**src/rtl/ser_tx_pkg.sv**
```systemverilog
package ser_tx_pkg;

    typedef enum logic [1:0] {
        MODE_SHIFT = 2'b00,
        MODE_CHAR  = 2'b01,
        MODE_AUX0  = 2'b10,
        MODE_AUX1  = 2'b11
    } tx_mode_e;

    // Auxiliary modes force the holding buffer on.
    function automatic logic buf_forced(input tx_mode_e m);
        return (m == MODE_AUX0) || (m == MODE_AUX1);
    endfunction

endpackage

```
**src/rtl/ser_tx_framer.sv**
```systemverilog
module ser_tx_framer
    import ser_tx_pkg::*;
#(
    parameter int DATA_W  = 8,
    parameter int FRAME_W = DATA_W + 3,
    parameter int CNT_W   = $clog2(FRAME_W + 1)
) (
    input  logic [DATA_W-1:0]  data,
    input  tx_mode_e           mode,
    input  logic               msb_first,
    input  logic               two_stop,
    output logic [FRAME_W-1:0] frame,
    output logic [CNT_W-1:0]   len
);
    localparam logic [CNT_W-1:0] LEN_RAW  = CNT_W'(DATA_W);
    localparam logic [CNT_W-1:0] LEN_CH1  = CNT_W'(DATA_W + 2);
    localparam logic [CNT_W-1:0] LEN_CH2  = CNT_W'(DATA_W + 3);

    logic [DATA_W-1:0] reversed;
    logic [DATA_W-1:0] ordered;
    logic              use_msb;

    for (genvar gi = 0; gi < DATA_W; gi++) begin : g_rev
        assign reversed[gi] = data[DATA_W-1-gi];
    end

    always_comb begin
        use_msb = msb_first && (mode != MODE_CHAR);
        ordered = use_msb ? reversed : data;
        if (mode == MODE_CHAR) begin
            frame = {2'b11, ordered, 1'b0};
            len   = two_stop ? LEN_CH2 : LEN_CH1;
        end else begin
            frame = {3'b111, ordered};
            len   = LEN_RAW;
        end
    end

endmodule

```
**src/rtl/ser_tx_holdbuf.sv**
```systemverilog
module ser_tx_holdbuf #(
    parameter int DATA_W = 8
) (
    input  logic              clk,
    input  logic              rst_n,
    input  logic              srst,
    input  logic              put,
    input  logic [DATA_W-1:0] put_data,
    input  logic              take,
    output logic [DATA_W-1:0] held_data,
    output logic              held_full
);
    typedef struct packed {
        logic [DATA_W-1:0] data;
        logic              full;
    } hold_t;

    hold_t hold_d, hold_q;

    always_comb begin
        hold_d = hold_q;
        if (srst) begin
            hold_d.full = 1'b0;
        end else if (put) begin
            hold_d.data = put_data;
            hold_d.full = 1'b1;
        end else if (take) begin
            hold_d.full = 1'b0;
        end
    end

    always_ff @(posedge clk or negedge rst_n) begin
        if (!rst_n) begin
            hold_q <= '0;
        end else begin
            hold_q <= hold_d;
        end
    end

    assign held_data = hold_q.data;
    assign held_full = hold_q.full;

endmodule

```
**src/rtl/ser_tx_shifter.sv**
```systemverilog
module ser_tx_shifter #(
    parameter int FRAME_W = 11,
    parameter int CNT_W   = 4
) (
    input  logic               clk,
    input  logic               rst_n,
    input  logic               srst,
    input  logic               load,
    input  logic [FRAME_W-1:0] load_frame,
    input  logic [CNT_W-1:0]   load_len,
    input  logic               tick,
    output logic               txd,
    output logic               busy,
    output logic               last
);
    localparam logic [CNT_W-1:0] ONE = CNT_W'(1);

    typedef struct packed {
        logic [FRAME_W-1:0] frame;
        logic [CNT_W-1:0]   left;
        logic               busy;
    } shift_t;

    shift_t sh_d, sh_q;
    logic   at_last;

    assign at_last = sh_q.busy && (sh_q.left == ONE);

    always_comb begin
        sh_d = sh_q;
        if (srst) begin
            sh_d.frame = '1;
            sh_d.left  = '0;
            sh_d.busy  = 1'b0;
        end else if (load) begin
            sh_d.frame = load_frame;
            sh_d.left  = load_len;
            sh_d.busy  = 1'b1;
        end else if (sh_q.busy && tick) begin
            if (at_last) begin
                sh_d.frame = '1;
                sh_d.left  = '0;
                sh_d.busy  = 1'b0;
            end else begin
                sh_d.frame = {1'b1, sh_q.frame[FRAME_W-1:1]};
                sh_d.left  = sh_q.left - ONE;
            end
        end
    end

    always_ff @(posedge clk or negedge rst_n) begin
        if (!rst_n) begin
            sh_q.frame <= '1;
            sh_q.left  <= '0;
            sh_q.busy  <= 1'b0;
        end else begin
            sh_q <= sh_d;
        end
    end

    assign txd  = sh_q.frame[0];
    assign busy = sh_q.busy;
    assign last = at_last;

endmodule

```
**src/rtl/ser_tx_dbuf.sv**
```systemverilog
module ser_tx_dbuf
    import ser_tx_pkg::*;
#(
    parameter int DATA_W = 8
) (
    input  logic              clk,
    input  logic              rst_n,
    input  logic              srst,
    input  logic              wr_en,
    input  logic [DATA_W-1:0] wr_data,
    input  logic [1:0]        mode,
    input  logic              dbuf_en,
    input  logic              msb_first,
    input  logic              two_stop,
    input  logic              bit_tick,
    output logic              txd,
    output logic              busy,
    output logic              buf_empty
);
    localparam int FRAME_W = DATA_W + 3;
    localparam int CNT_W   = $clog2(FRAME_W + 1);

    tx_mode_e           mode_e;
    logic               buf_on;
    logic               sh_busy, sh_last, sh_free;
    logic               held_full;
    logic [DATA_W-1:0]  held_data;
    logic               do_load, do_take, do_put;
    logic [DATA_W-1:0]  load_data;
    logic [FRAME_W-1:0] frame;
    logic [CNT_W-1:0]   len;

    always_comb begin
        mode_e    = tx_mode_e'(mode);
        buf_on    = dbuf_en || buf_forced(mode_e);
        sh_free   = !sh_busy || (bit_tick && sh_last);
        do_take   = sh_free && held_full;
        do_load   = !srst && sh_free && (held_full || wr_en);
        load_data = held_full ? held_data : wr_data;
        // A write goes to the buffer unless it can go straight to a free shifter.
        do_put    = wr_en && buf_on && (!sh_free || held_full);
    end

    ser_tx_framer #(
        .DATA_W (DATA_W),
        .FRAME_W(FRAME_W),
        .CNT_W  (CNT_W)
    ) i_framer (
        .data     (load_data),
        .mode     (mode_e),
        .msb_first(msb_first),
        .two_stop (two_stop),
        .frame    (frame),
        .len      (len)
    );

    ser_tx_holdbuf #(
        .DATA_W(DATA_W)
    ) i_hold (
        .clk      (clk),
        .rst_n    (rst_n),
        .srst     (srst),
        .put      (do_put),
        .put_data (wr_data),
        .take     (do_take),
        .held_data(held_data),
        .held_full(held_full)
    );

    ser_tx_shifter #(
        .FRAME_W(FRAME_W),
        .CNT_W  (CNT_W)
    ) i_shift (
        .clk       (clk),
        .rst_n     (rst_n),
        .srst      (srst),
        .load      (do_load),
        .load_frame(frame),
        .load_len  (len),
        .tick      (bit_tick),
        .txd       (txd),
        .busy      (sh_busy),
        .last      (sh_last)
    );

    assign busy      = sh_busy;
    assign buf_empty = !held_full;

endmodule

```
**config.mk**
```make
export PLATFORM = sky130hd
export DESIGN_NAME = ser_tx_dbuf
export DESIGN_NICKNAME = d
export VERILOG_FILES = /design/src/rtl/ser_tx_pkg.sv /design/src/rtl/ser_tx_framer.sv /design/src/rtl/ser_tx_holdbuf.sv /design/src/rtl/ser_tx_shifter.sv /design/src/rtl/ser_tx_dbuf.sv
export SDC_FILE = /design/constraint.sdc
export NUM_CORES = 1
export LEC_CHECK = 0
export ABC_AREA = 1
export BUFFER_PORTS_ARGS = -buffer_cell sky130_fd_sc_hd__buf_4
export CORE_AREA = 3 3 62 64
export CTS_BUF_LIST = sky130_fd_sc_hd__clkbuf_8
export CTS_CLUSTER_SIZE = 20
export DETAILED_ROUTE_END_ITERATION = 16
export DIE_AREA = 0 0 65 67
export GPL_ROUTABILITY_DRIVEN = 0
export MAX_ROUTING_LAYER = met4
export PLACE_DENSITY = 0.7
export SYNTH_ARGS = -nofsm -noshare
export SYNTH_HDL_FRONTEND = slang
export SYNTH_HIERARCHICAL = 1
export SYNTH_SLANG_ARGS = --single-unit
```
**constraint.sdc**
```tcl
create_clock -name clk -period 2.5 [get_ports clk]
set_clock_uncertainty 0.1 [all_clocks]
set_input_delay 0.25 -clock clk [delete_from_list [all_inputs] [get_ports clk]]
set_output_delay 0.25 -clock clk [all_outputs]
set_load 0.05 [all_outputs]
```
# Word-level counts from Yosys, hierarchy flattened
# Index checks and enable logic that the tools add are counted.
op_classes:
  n_addsub: 1
  multipliers: 0
  n_div: 0
  n_lt_le_gt_ge: 0
  eq_ne: 5
  shift: 0
  n_mux: 13
  bitwise_logic: 1
  n_reduce_logical: 23
op_table:
  columns: ["operator", "n"]
  rows:
  - ["$mux W16", 3]
  - ["$mux W8", 2]
  - ["$mux W14", 1]
  - ["$logic_and A1 B1 Y1", 9]
  - ["$mux W9", 1]
  - ["$reduce_bool A3 Y1", 3]
  - ["$logic_or A1 B1 Y1", 5]
  - ["$mux W1", 5]
  - ["$eq A2 B2 Y1 const B", 2]
  - ["$eq A4 B1 Y1 const B", 1]
  - ["$logic_not A1 Y1", 4]
  - ["$mux W4", 1]
  - ["$reduce_and A2 Y1", 2]
  - ["$sub A4 B1 Y4 const B", 1]
  - ["$eq A2 B1 Y1 const B", 1]
  - ["$ne A2 B1 Y1 const B", 1]
  - ["$not A1 Y1", 1]
word_totals:
  reg_bits: 25
  latch_bits: 0
  mem_bits_rw: 0
  mem_bits_ro: 0
  in_bits: 18
  output_inout_bits: 3
  word_cells: 48
  n_memories: 0

# Depth between registers and ports, before layout
logic_depth:
  ltp_word: 9
  ltp_mapped: 16
  mapped_depth_nobuf: 15

# By module
# The synthesis kept the hierarchy.
modules_own_cells:
  columns: ["module", "n_inst", "cells_per_inst", "area_each_um2", "seq_area_each_um2"]
  rows:
  - ["ser_tx_shifter", 1, 107, 867.1, 414.1]
  - ["ser_tx_holdbuf", 1, 39, 374.1, 225.2]
  - ["ser_tx_framer", 1, 50, 219.0, 0.0]
  - ["ser_tx_dbuf", 1, 39, 177.7, 0.0]

# Worst setup path after synthesis
# OpenSTA, ideal clock, no wires.
synth_timing:
  kind: "reg-to-reg"
  start: "register, netlist name i_shift/busy"
  end: "register i_shift/sh_q[1] in the netlist's numbering"
  setup_time_ns: 0.119
  arrival_ns: 1.959
  required_time_ns: 2.281
  path_slack_ns: 0.322
  stages_incl_launch_ff: 14
  path_buffers: 1
  synth_period_minus_slack_ns: 2.178
  cell_sequence: "dfrtp_1 > nand2_1 > inv_1 > nand2_1 > inv_1 > nand2_1 > nand2_1 > inv_1 > nor2_1 > nor2_4 > nand2_4 > buf_6 > nand2_2 > o21a_1"
synth_via:
  elab_chain_len: 7
  elab_cells_between_ends: 12
  classes_between: "mux (4); reduce/logical (8)"
synth_rtl:
  columns: ["item", "line", "source"]
  rows:
  - ["$logic_and A1 B1 Y1 *", "ser_tx_shifter.sv:27", "assign at_last = sh_q.busy && (sh_q.left == ONE);"]
  - ["via sh_last", "ser_tx_dbuf.sv:25", "logic sh_busy, sh_last, sh_free;"]
  - ["$logic_and A1 B1 Y1 *", "ser_tx_dbuf.sv:36", "sh_free = !sh_busy || (bit_tick && sh_last);"]
  - ["$logic_or A1 B1 Y1 *", "ser_tx_dbuf.sv:36", null]
  - ["$logic_and A1 B1 Y1 * (2 in series)", "ser_tx_dbuf.sv:38", "do_load = !srst && sh_free && (held_full || wr_en);"]
  - ["via do_load", "ser_tx_dbuf.sv:28", "logic do_load, do_take, do_put;"]
  - ["$mux W16", "ser_tx_shifter.sv:35", "end else if (load) begin"]
  - ["$mux W16", "ser_tx_shifter.sv:31", "if (srst) begin"]
  - ["end: declaration", "ser_tx_shifter.sv:24", "shift_t sh_d, sh_q;"]
# The timed path passes the listed nets; every way through them passes the cells marked *. The select of a mux whose other input is x is not followed.
# A chain may end at the register's enable or synchronous reset.

# Final worst setup path
layout_timing:
  start: "register i_shift/sh_q[2] in the netlist's numbering"
  end: "register, netlist name i_shift/busy"
layout_via:
  elab_chain_len: 8
  elab_cells_between_ends: 11
  classes_between: "eq/ne (1); mux (2); reduce/logical (8)"
layout_rtl:
  columns: ["item", "line"]
  rows:
  - ["$eq A4 B1 Y1 *", "ser_tx_shifter.sv:27"]
  - ["$logic_and A1 B1 Y1 *", "ser_tx_shifter.sv:27"]
  - ["via sh_last", "ser_tx_dbuf.sv:25"]
  - ["$logic_and A1 B1 Y1 *", "ser_tx_dbuf.sv:36"]
  - ["$logic_or A1 B1 Y1 *", "ser_tx_dbuf.sv:36"]
  - ["$logic_and A1 B1 Y1 * (2 in series)", "ser_tx_dbuf.sv:38"]
  - ["via do_load", "ser_tx_dbuf.sv:28"]
  - ["$reduce_bool A3 Y1 (no source line) or $mux W16 (tied branches)", null]
  - ["$reduce_and A2 Y1 (no source line) or $mux W16 (tied branches)", null]
# The timed path passes the listed nets; every way through them passes the cells marked *.

==> results.yml <==
sta:
  maxSlewViolCount: 0
  fin_crit_sh_pct: 84.8
  hold_viol_final: 0
  min_period_ns: 2.12
  grt_setup_unrepaired: "false"
  fin_ws_ns: 0.379
  setup_viol: 0
  clock.fmax_mhz: 471
  timing.setup.tns_ns: 0
placement:
  dpl.hpwl_um: 2370
  dpl.cell_count: 293
  dp_slack_ns: 0.393
  port_buffers: 20
routing:
  dr_wl_met3_um: 132
  vias_per_cell: 4.63
  drt_iter0_markers: 82
  top_layer_used: "met4"
  remaining_drc_errors: 0
  wirelength_met1_um: 1540
  vias: 1381
  finalWirelength_um: 3110
  dr.pass1.iters: 4
  wl_per_cell_um: 10.4
  ant_nets: 0
  routed-wl-met2_um: 1420
yosys:
  synth_top_area_share_pct: 21.4
  synth.avg_cell_area_um2: 6.97
  yosysTopAreaCell: "dfrtp_1"
  yosysWarningCount: 6
  yosysSeqAreaShare_pct: 39.0
  synth_area_leaders: "dfrtp_1, nand2_1, dfstp_2"
  ys_types: 28
  synth-seq-cells: 25
  synthCells: 235
  netlist_area_um2: 1640
floorplanning:
  fp-row-count: 21
  die_h_um: 67
  ioPinCount: 21
  start_util_pct: 49.1
  dieWidth_um: 65
  coreArea_um2: 3340
  die_area_um2: 4360
critical_path:
  cp-end-kind: "register"
  worst_ep_required_time_ns: 2.55
  start_kind: "register"
  crit_top_cell: "nand2_1"
  worst_ep_arrival_time_ns: 2.17
  crit_fanout: 19
  crit_chain: "inv_1 -> ha_1 -> nand2_1 -> inv_1 -> nand2_1 -> inv_1 -> nand2_1 -> nand2_1 -> inv_1 -> nor2_1 -> buf_4 -> nor2_4 -> nand2_4 -> inv_2 -> o21ai_0 -> nand2_1"
  path_class: "reg -> reg"
  cp_slowest_cell: "dfrtp_1"
  critPathMaxStageDelay_ns: 0.36
power:
  p_per_area_nw_per_um2: 730
  power_leakage_uw: 0.000968
  vdd_drop_max_mv: 0.319
clocking:
  cts_sinks: 25
  clk_pin_slew_worst_paths_ns: 0.08
  post_cts_buffers: 0
  clockBufferDepth: 2
  htree_num_levels: 1
  root_buffer: "clkbuf_8"
  numCtsBuffers: 3
  clock_latency_ns: 0.26
  cts_tree: "built"
finish:
  fin_util_pct: 54.6
  areaGrowthSynthToFinish_pct: 11.2
  diodes: 0
  finalNonFillerCells: 298
  nNetsFinal: 273
  drive_above_1_share_pct: 19.4
  fill_cells: 329
global_route:
  grt_max_degree: 26
  grt_pass1_vias: 1247
  grtUsageTotal_pct: 16.6
  grt_first_pass_wirelength_um: 5530
  antenna_found_initial: 0
  grt-ovfl-total: 0
status:
  status: "finished clean"
hold_path:
  hp-class: "in -> reg"
flow_run:
  maxCapViolCount: 0
-- stage by stage --
step | instance area (µm²) | total power, µW | hold WS [ns]
after global placement | 1770 | 1100 | 0.0714
final | 1820 | 1330 | 0.122
after CTS | 1820 | 1340 | 0.114
after detailed placement | 1770 | 1100 | 0.0750
after global routing | 1820 | 1450 | 0.126
after floorplan | 1650 | 1000 | -0.146
-- per-layer routing --
layer  vias up  GRT usage [%]
met5         -              -
met4         0           6.33
met3         2           2.02
met2        27           25.5
met1       594           22.5
li1        758              -
-- cells by family (layout without fill, tap and decap cells) --
kind of cell / Yosys count / count (layout) / synth area share [%]
AO/OA/AOI/OAI: 30 / 30 / 10.0
XOR/XNOR: 1 / 1 / 0.535
adder cells (fa/ha/maj): 2 / 2 / 1.53
buffers and inverters: 34 / 49 / 11.4
flip-flops: 25 / 25 / 39.0
other: 2 / 4 / 0.459
AND/OR/NAND/NOR: 141 / 141 / 37.1
-- cell usage after synthesis --
cell,count
nor2_1,20
nand4_1,1
o21ai_0,10
buf_6,4
inv_2,3
buf_2,1
nor2_2,1
nand2_4,1
o22a_1,1
inv_4,2
nand2_1,91
nand3_1,21
o21ai_1,13
nand2_2,3
o21bai_1,1
dfrtp_1,14
conb_1,2
nand2_8,1
buf_4,6
dfstp_2,11
a21oi_2,1
ha_1,2
inv_1,18
nor2_4,2
o22ai_1,1
a21oi_1,2
o21a_1,1
xor2_1,1
-- cell type report --
cell class              instances  area [µm²]  share of cell area, %
well taps                      46        57.6                   3.16
multi-input cells             178         820                   45.0
clock inverters                 1        3.75                  0.206
clock buffers                   3        41.3                   2.27
inverters                      23        91.3                   5.02
repair buffers                 22         168                   9.21
flip-flops and latches         25         639                   35.1
-- report_power, final --
part / internal (µW) / switching [µW] / total, µW
Sequential: 562 / 83.7 / 646
Combinational: 169 / 282 / 451
Clock: 110 / 123 / 232
Total: 841 / 489 / 1330
-- registers in the layout, summed over array words and instances, names as in the netlist --
register,cells
i_hold/held_full,1
i_shift/txd,1
i_shift/busy,1
i_shift/sh_q,14
i_hold/held_data,8
-- worst paths after layout --
| kind | start | endpoint | slack [ns] | depth (start not counted) |
|---|---|---|---|---|
| setup / recovery | i_shift/sh_q[2] | i_shift/busy | 0.38 | 16 |
| hold / removal | wr_data[3] | i_hold/held_data[3] | 0.12 | 3 |
| setup reg to reg | i_shift/sh_q[2] | i_shift/busy | 0.38 | 16 |
| hold reg to reg | i_hold/held_data[3] | i_hold/held_data[3] | 0.38 | 2 |
| max in group asynchronous | rst_n | i_shift/sh_q[12] | 1.68 | 2 |
| min in group asynchronous | rst_n | i_shift/sh_q[4] | 0.32 | 2 |
-- worst max-delay path, delay by kind of cell, from the launching register on --
kind	cells	cell delay, ns
flip-flops	1	0.36
AO/OA/AOI/OAI	1	0.18
adder cells (fa/ha/maj)	1	0.17
AND/OR/NAND/NOR	8	0.57
buffers and inverters	6	0.61
-- repair_timing --
item / CTS / global route
hold buffers: 1 / 0
endpoints found under the setup margin: 0 / 0
resized for setup: 0 / 0
endpoints found under the hold margin: 14 / 0
-- cells in the final DEF, fill, tap and decap left out, types with 2 or more instances in the layout --
cell type,count
nand3_1,21
a21oi_1,2
dfrtp_1,14
nor2_4,2
ha_1,2
inv_1,19
buf_4,21
conb_1,4
inv_4,2
clkbuf_8,3
o21ai_1,13
inv_2,3
nand2_1,91
dfstp_2,11
nand2_2,3
o21ai_0,10
nor2_1,20
Power figures use the tool's default switching activity.
